==> config.mk <==
export PLATFORM = sky130hd
export DESIGN_NAME = rf_gate_ctrl
export DESIGN_NICKNAME = d
export VERILOG_FILES = /design/src/rtl/rf_gate_pkg.sv /design/src/rtl/pin_sync.sv /design/src/rtl/level_filter.sv /design/src/rtl/gate_core.sv /design/src/rtl/rf_gate_ctrl.sv
export SDC_FILE = /design/constraint.sdc
export NUM_CORES = 1
export LEC_CHECK = 0
export BUFFER_PORTS_ARGS = -buffer_cell sky130_fd_sc_hd__buf_2
export CORE_MARGIN = 2
export CORE_UTILIZATION = 40
export DETAILED_ROUTE_END_ITERATION = 6
export PLACE_DENSITY = 0.77
export SLEW_MARGIN = 15
export SYNTH_ARGS = -nofsm -noshare
export SYNTH_HDL_FRONTEND = slang
export SYNTH_SLANG_ARGS = --single-unit
==> constraint.sdc <==
create_clock -name clk -period 1.05 [get_ports clk]
set_input_delay 0.0525 -clock clk [delete_from_list [all_inputs] [get_ports clk]]
set_output_delay 0.0525 -clock clk [all_outputs]
set_load 0.05 [all_outputs]
==> src/rtl/rf_gate_pkg.sv <==
package rf_gate_pkg;
  localparam int TGT_SIG = 0;
  localparam int TGT_AMP = 1;
  localparam int PIN_ON  = 0;
  localparam int PIN_OFF = 1;
  localparam int NUM_PINS = 2;

  typedef struct packed {
    logic amp;
    logic sig;
  } gate_t;
endpackage

==> src/rtl/pin_sync.sv <==
module pin_sync #(
  parameter int   STAGES  = 2,
  parameter logic RST_VAL = 1'b1
) (
  input  logic clk,
  input  logic rst_n,
  input  logic d,
  output logic q
);
  logic [STAGES-1:0] chain;

  always_ff @(posedge clk or negedge rst_n) begin
    if (!rst_n) chain[0] <= RST_VAL;
    else        chain[0] <= d;
  end

  for (genvar i = 1; i < STAGES; i++) begin : g_stage
    always_ff @(posedge clk or negedge rst_n) begin
      if (!rst_n) chain[i] <= RST_VAL;
      else        chain[i] <= chain[i-1];
    end
  end

  assign q = chain[STAGES-1];
endmodule

==> src/rtl/level_filter.sv <==
module level_filter #(
  parameter int   CYCLES  = 4,
  parameter logic RST_VAL = 1'b1
) (
  input  logic clk,
  input  logic rst_n,
  input  logic enable,
  input  logic d,
  output logic q
);
  localparam int CNT_W = (CYCLES > 1) ? $clog2(CYCLES) : 1;
  localparam logic [CNT_W-1:0] CNT_LAST = CNT_W'(CYCLES - 1);

  logic [CNT_W-1:0] cnt;
  logic             level;

  always_ff @(posedge clk or negedge rst_n) begin
    if (!rst_n) begin
      level <= RST_VAL;
      cnt   <= '0;
    end else if (!enable) begin
      level <= d;
      cnt   <= '0;
    end else if (d == level) begin
      cnt <= '0;
    end else if (cnt == CNT_LAST) begin
      level <= d;
      cnt   <= '0;
    end else begin
      cnt <= cnt + 1'b1;
    end
  end

  assign q = level;
endmodule

==> src/rtl/gate_core.sv <==
module gate_core
  import rf_gate_pkg::*;
(
  input  logic       clk,
  input  logic       rst_n,
  input  logic       sw_on_stb,
  input  logic       sw_off_stb,
  input  logic [1:0] sw_target,
  input  logic       trip_clear_stb,
  input  logic       off_enable,
  input  logic       off_latch_mode,
  input  logic       on_lvl,
  input  logic       off_lvl,
  output gate_t      gate,
  output logic       tripped
);
  gate_t gate_q, gate_d;
  logic  trip_q, trip_d;
  logic  on_prev;
  logic  on_edge, latch_act, follow_act;

  assign on_edge    = on_lvl & ~on_prev;
  assign latch_act  = off_enable & off_latch_mode;
  assign follow_act = off_enable & ~off_latch_mode;

  always_comb begin
    gate_d = gate_q;
    if (on_edge) begin
      gate_d.sig = 1'b1;
      gate_d.amp = 1'b1;
    end
    if (sw_on_stb) begin
      if (sw_target[TGT_SIG]) gate_d.sig = 1'b1;
      if (sw_target[TGT_AMP]) gate_d.amp = 1'b1;
    end
    if (sw_off_stb) begin
      if (sw_target[TGT_SIG]) gate_d.sig = 1'b0;
      if (sw_target[TGT_AMP]) gate_d.amp = 1'b0;
    end

    trip_d = 1'b0;
    if (latch_act) begin
      if (off_lvl)             trip_d = 1'b1;
      else if (trip_clear_stb) trip_d = 1'b0;
      else                     trip_d = trip_q;
    end

    if (follow_act) gate_d.sig = ~off_lvl;
    if (trip_d) begin
      gate_d.sig = 1'b0;
      gate_d.amp = 1'b0;
    end
  end

  always_ff @(posedge clk or negedge rst_n) begin
    if (!rst_n) begin
      gate_q  <= '0;
      trip_q  <= 1'b0;
      on_prev <= 1'b1;
    end else begin
      gate_q  <= gate_d;
      trip_q  <= trip_d;
      on_prev <= on_lvl;
    end
  end

  assign gate    = gate_q;
  assign tripped = trip_q;
endmodule

==> src/rtl/rf_gate_ctrl.sv <==
module rf_gate_ctrl
  import rf_gate_pkg::*;
#(
  parameter int SYNC_STAGES     = 2,
  parameter int DEBOUNCE_CYCLES = 4
) (
  input  logic       clk,
  input  logic       rst_n,
  input  logic       sw_on_stb,
  input  logic       sw_off_stb,
  input  logic [1:0] sw_target,
  input  logic       trip_clear_stb,
  input  logic       off_enable,
  input  logic       off_latch_mode,
  input  logic       debounce_en,
  input  logic       hw_on_pin,
  input  logic       hw_off_pin,
  output logic       sig_en_o,
  output logic       amp_en_o,
  output logic       tripped_o
);
  logic [NUM_PINS-1:0] pin_raw, pin_sync_q, pin_filt;
  gate_t gate;

  assign pin_raw[PIN_ON]  = hw_on_pin;
  assign pin_raw[PIN_OFF] = hw_off_pin;

  for (genvar p = 0; p < NUM_PINS; p++) begin : g_pin
    pin_sync #(.STAGES(SYNC_STAGES), .RST_VAL(1'b1)) u_sync (
      .clk(clk), .rst_n(rst_n), .d(pin_raw[p]), .q(pin_sync_q[p])
    );
    level_filter #(.CYCLES(DEBOUNCE_CYCLES), .RST_VAL(1'b1)) u_filt (
      .clk(clk), .rst_n(rst_n), .enable(debounce_en),
      .d(pin_sync_q[p]), .q(pin_filt[p])
    );
  end

  gate_core u_core (
    .clk(clk), .rst_n(rst_n),
    .sw_on_stb(sw_on_stb), .sw_off_stb(sw_off_stb), .sw_target(sw_target),
    .trip_clear_stb(trip_clear_stb),
    .off_enable(off_enable), .off_latch_mode(off_latch_mode),
    .on_lvl(pin_filt[PIN_ON]), .off_lvl(pin_filt[PIN_OFF]),
    .gate(gate), .tripped(tripped_o)
  );

  assign sig_en_o = gate.sig;
  assign amp_en_o = gate.amp;
endmodule

==> key figures, run 1 <==
Setup path
  • Critical path peak fanout: 2
  • CP required: 1270 ps
  • Setup crit end kind: register
  • Crit path DAT: 1270 ps
  • Crit Path Category: register to register
  • Max stage delay on crit path: 390 ps
  • Critical path startpoint category: register
  • CP cell instances: ha_2, nand2b_4, mux2_4
  • Worst path slowest cell: dfrtp_1

Min path
  • Hold Crit Class: primary input to register

Global routing
  • Largest net degree at the start of global routing: 15
  • Vias in the first global route: 369
  • First-pass GRT wire length: 1570 um
  • GRT overflow: 0
  • GRT Total Usage: 0.161
  • Initial antenna violation count: 0

Final layout
  • # fillers: 114
  • Multi-input logic area: 228 um^2
  • Layout Area Growth over Synthesis: 39.9%
  • Sequential cell area: 360 um^2
  • Nets: 80
  • Most common library cell in the layout ignoring fill and taps: buf_2
  • Most frequent cells in the layout: buf_2, dfstp_2, dfrtp_1
  • Layout cell share with drive strength beyond 1: 0.600
  • Antenna diodes: 0

Timing
  • Setup ws final: -8.84 ps
  • Fin crit period: 1060 ps
  • Worst slew pin tran: 294 ps
  • Clock Skews: 3.59 ps
  • Worst hold slack: 32.0 ps
  • RSZ-0062 raised after global routing: yes
  • Endpoints failing setup: 1
  • Worst rel slew slack: 0.804
  • F_max: 0.944 GHz
  • Final Hold Fails: 0
  • Final Cycle Share: 1.01
  • Max Transition Viols Final: 0
  • Setup tns final: -8.84 ps

Detailed routing
  • Remaining antenna violation count after routing: 0
  • Drt total wl: 1020 um
  • WL/cell: 12.7 um
  • Vias post-DR: 395
  • Avg Vias per Cell: 4.94
  • Starting DRT DRC Count: 3
  • Drt first pass iters: 2
  • DRC viols: 0

Yosys
  • Synth async-reset ratio: 1.00
  • Mapped Area: 556 um^2
  • Post-synthesis mux area share: 0.0473
  • Compound-gate portion of the synthesized area: 0.0608
  • Synth Area in Simple Gates: 0.155
  • Yosys reg bits: 14
  • Yosys synthesis warning count: 0
  • Syn Nets: 55
  • Synth area leaders: dfstp_2, dfrtp_1, ha_1, nand2b_1, mux2_4
  • Unique masters post-synth: 19
  • Area leader, netlist: dfstp_2
  • Post-Syn Instances: 41
  • Synthesized area per cell: 13.5 um^2
  • Largest family of logic cells by synthesized area: simple AND/OR/NAND/NOR gates
  • Ys flop type: dfstp_2
  • Post-synthesis adder-cell area fraction: 0.0450
  • Seq/Total Area, Yosys: 0.646
  • EDFF count, synth: 0
  • Post-Synth XOR/XNOR Area: 0.0315
  • Top-area cell type share of the netlist area: 0.331

CTS
  • Worst-path clk slew: 80 ps
  • H-tree depth: 1
  • Worst-Skew Late Latency: 280 ps
  • Clock Path Buffers: 2
  • Root Buffer Master: clkbuf_4
  • Clock Sink Count: 14
  • Inserted Clock Buffers: 3
  • CTS tree: yes

Placement
  • Post-DP HPWL: 717 um
  • Placer Congestion: 0.612
  • DP Worst Slack: -17.7 ps
  • PortBufs: 14

Pwr
  • Final Power: 0.00126 W
  • Max VDD drop: 0.997 mV
  • Pwr Density: 1620 mW/mm^2
  • Lkg Pwr: 0.376 nW

Floorplan
  • Die height: 41.3 um
  • Starting Density: 0.427
  • # IOs: 15
  • Die area: 0.00170 mm^2
  • Row Count: 13
  • Die X: 41.3 um
  • Core Box Area: 0.00130 mm^2

Status
  • Failing checks: negative setup slack
  • Status: finished, violations left

Run
  • Max Cap Viol: 0
metal layers:
| metal | vias up | GRT usage | share of wire |
|---|---|---|---|
| met3 | 5 | 0.0652 | 0.038 |
| met4 | 0 | 0.121 | 0.031 |
| met2 | 6 | 0.230 | 0.53 |
| met1 | 195 | 0.192 | 0.39 |
| met5 | - | 0 | 0 |
| li1 | 189 | - | - |
logic make-up after synthesis:
logic type | count (synthesis)
simple gates | 15
buf+inv | 2
fa+ha+maj | 2
flops | 14
xor+xnor | 2
mux | 2
compound gates | 4
registers in the layout, summed over array words and instances, names as in the netlist:
| register | cells |
|---|---|
| u_core.on_prev | 1 |
| g_pin.u_filt.q | 2 |
| g_pin.u_sync.q | 2 |
| u_core.gate | 2 |
| g_pin.u_filt.cnt | 4 |
| g_pin.u_sync.chain | 2 |
| u_core.tripped | 1 |
cells in the mapped netlist, drive strengths merged (2+ instances only):
cell type / instances
dfrtp: 7
dfstp: 7
nand2b: 4
nand2: 3
a21oi: 2
and3: 2
ha: 2
inv: 2
mux2: 2
nand3: 2
path summary, 6_finish.rpt:
kind                            slack (ps)                end  cells after the start                     start
worst max-delay path                    -9  g_pin[1].u_filt.q                      3    g_pin[1].u_filt.cnt[0]
worst min-delay path                    30     u_core.tripped                      3                off_enable
worst max register to register          -9  g_pin[1].u_filt.q                      3    g_pin[1].u_filt.cnt[0]
worst min register to register         360  g_pin[1].u_sync.q                      0  g_pin[1].u_sync.chain[0]
max in group asynchronous              590  g_pin[0].u_sync.q                      2                     rst_n
min in group asynchronous              180     u_core.gate[1]                      2                     rst_n
critical path, delay by kind of cell, from the launching register on:
kind,cells,cell delay [ps]
multiplexers,1,290
AND/OR/NAND/NOR,1,140
flip-flops,1,390
adder cells (fa/ha/maj),1,180
final cells by class:
| type | count | share of cell area |
|---|---|---|
| Clock buffer | 4 | 0.0467 |
| Inverter | 2 | 0.00966 |
| Multi-Input combinational cell | 25 | 0.293 |
| Sequential cell | 14 | 0.464 |
| Tap cell | 15 | 0.0242 |
| Timing Repair Buffer | 20 | 0.163 |
repair_timing:
action | CTS | global route
hold buffers | 3 | 0
buffers inserted | 1 | 0
setup endpoints to repair | 3 | 3
endpoints found under the hold margin | 16 | 0
gates resized for setup | 2 | 1
pin swaps | 1 | 0
power by group:
| group | switching, W | internal [W] | leakage [nW] |
|---|---|---|---|
| clock | 0.000172 | 0.000211 | 0.0210 |
| sequential | 0.0000344 | 0.000605 | 0.163 |
| combinational | 0.000128 | 0.000109 | 0.192 |
| total | 0.000334 | 0.000926 | 0.376 |
per-stage QoR:
step | instance area [um^2] | util | instances
2_1_floorplan | 584 | - | 41
3_3_place_gp | 688 | 0.529 | 72
3_5_place_dp | 688 | 0.529 | 72
4_1_cts | 769 | 0.591 | 80
5_1_grt | 777 | 0.597 | 80
6_report | 777 | 0.597 | 80
Power figures use the tool's default switching activity.
==> run 2: changes to the inputs <==
--- a/config.mk
+++ b/config.mk
@@ -6,10 +6,9 @@
 export NUM_CORES = 1
 export LEC_CHECK = 0
 export BUFFER_PORTS_ARGS = -buffer_cell sky130_fd_sc_hd__buf_2
-export CORE_MARGIN = 2
 export CORE_UTILIZATION = 40
 export DETAILED_ROUTE_END_ITERATION = 6
-export PLACE_DENSITY = 0.77
+export PLACE_DENSITY = 0.75
 export SLEW_MARGIN = 15
 export SYNTH_ARGS = -nofsm -noshare
 export SYNTH_HDL_FRONTEND = slang
==> constraint.sdc (replaced) <==
create_clock -name clk -period 1.4 [get_ports clk]
set_input_delay 0.07 -clock clk [delete_from_list [all_inputs] [get_ports clk]]
set_output_delay 0.07 -clock clk [all_outputs]
set_load 0.05 [all_outputs]
==> key figures, run 2 (synthesis gave the netlist of run 1 again) <==
Status
  • Status: completed

Timing
  • Final Cycle Share: 0.824
  • Clock Skews: 3.34 ps
  • Worst rel slew slack: 0.799
  • Worst slew pin tran: 302 ps
  • Final Hold Fails: 0
  • Endpoints failing setup: 0
  • RSZ-0062 raised after global routing: no
  • Fin crit period: 1150 ps
  • F_max: 0.867 GHz
  • Setup ws final: 246 ps
  • Max Transition Viols Final: 0
  • Setup tns final: 0 ps

Final layout
  • Layout cell share with drive strength beyond 1: 0.452
  • Final std cell area, no fill: 711 um^2
  • Most frequent cells in the layout: buf_2, dfrtp_1, dfstp_2, nand2b_1
  • Sequential cell area: 359 um^2
  • Multi-input logic area: 189 um^2
  • Layout Area Growth over Synthesis: 27.9%
  • Most common library cell in the layout ignoring fill and taps: buf_2
  • Largest Register: g_pin.u_filt.cnt
  • Nets: 77
  • Antenna diodes: 0
  • Max FFs per register: 4
  • # fillers: 120

CTS
  • CTS tree: yes
  • Worst-path clk slew: 80 ps
  • Root Buffer Master: clkbuf_4
  • Clock Path Buffers: 2
  • Post-CTS Setup Bufs: 0
  • H-tree depth: 1
  • Worst-Skew Late Latency: 270 ps
  • Inserted Clock Buffers: 3
  • Clock Sink Count: 14

Floorplan
  • Starting Density: 0.427
  • # IOs: 15
  • Die area: 0.00154 mm^2
  • Die X: 39.3 um
  • Die height: 39.3 um
  • Row Count: 13
  • Core Box Area: 0.00130 mm^2

Detailed routing
  • DRC viols: 0
  • Drt total wl: 913 um
  • Avg Vias per Cell: 4.71
  • Vias post-DR: 363
  • Starting DRT DRC Count: 3
  • Drt first pass iters: 2
  • Remaining antenna violation count after routing: 0
  • WL/cell: 11.9 um

Placement
  • DP Area: 644 um^2
  • Placer Congestion: 0.670
  • Post-DP HPWL: 641 um
  • DP Worst Slack: 267 ps
  • PortBufs: 14

Setup path
  • CP required: 1600 ps
  • Setup crit start: g_pin[1].u_filt.cnt[0]
  • Flop2flop setup slack: 250 ps
  • Setup crit end kind: register
  • Max stage delay on crit path: 400 ps
  • Crit path DAT: 1360 ps
  • Critical path peak fanout: 2
  • Crit Path Category: register to register
  • Critical path startpoint category: register
  • CP cell instances: ha_1, nand2b_1, mux2_4
  • R2r startpoint: g_pin[1].u_filt.cnt[0]
  • Worst path slowest cell: dfrtp_1

Global routing
  • GRT overflow: 0
  • First-pass GRT wire length: 1240 um
  • Largest net degree at the start of global routing: 15
  • Vias in the first global route: 295
  • GRT Total Usage: 0.134
  • Initial antenna violation count: 0

Pwr
  • Max VDD drop: 0.633 mV
  • Pwr Density: 1280 mW/mm^2
  • Lkg Pwr: 0.357 nW

Run
  • Max Cap Viol: 0

Min path
  • Hold Crit Class: primary input to register
  • Hold path start: debounce_en
-- run 2: cell count changes in the layout (fill, tap and decap cells not counted), sizes merged --
cell  delta
buf      -3
-- run 2: worst paths after layout --
kind | endpoint | cells past startpoint
worst max-delay path | g_pin[1].u_filt.q | 3
min in group asynchronous | u_core.gate[1] | 2
worst max register to register | g_pin[1].u_filt.q | 3
worst min-delay path | g_pin[0].u_filt.cnt[1] | 3
max in group asynchronous | g_pin[1].u_filt.q | 2
worst min register to register | g_pin[1].u_sync.q | 0
-- run 2: area by class of cell --
cell class	count	share of cell area
timing repair buffer	17	0.141
inverter	2	0.0106
multi-input combinational	25	0.266
clock buffer	4	0.0511
sequential	14	0.505
tap	15	0.0264
-- run 2: critical path, delay by kind of cell (launching register included) --
family,cells,cell delay (ps)
DFF,1,400
and+or+nand+nor,1,180
muxes,1,310
adders and majority gates,1,200
-- run 2: timing repair --
action,4_1_cts,5_1_grt
setup endpoints to repair,0,0
hold buffers,3,0
resized for setup,0,0
hold endpoints to repair,16,0
-- run 2: through the flow --
| stage | std cells | utilization | hold WS (ps) | total power, W |
|---|---|---|---|---|
| global placement | 70 | 0.495 | -33.6 | 0.000623 |
| finish | 77 | 0.546 | 39.5 | 0.000908 |
| global route | 77 | 0.546 | 54.8 | 0.000951 |
| CTS | 77 | 0.546 | 33.3 | 0.000922 |
| detailed placement | 70 | 0.495 | -28.0 | 0.000628 |
| floorplan | 41 | - | -226 | 0.000576 |
-- run 2: per-layer routing --
layer / routed length, um / share of wire / GRT usage
met5: 0 / 0 / 0
met3: 27 / 0.030 / 0.0511
met1: 387 / 0.42 / 0.164
met4: 11 / 0.012 / 0.103
met2: 486 / 0.53 / 0.188
-- run 2: report_power, final --
group	internal (W)	switching, W
logic	0.0000618	0.0000884
clock network	0.000158	0.000123
registers	0.000453	0.0000229
total	0.000673	0.000234
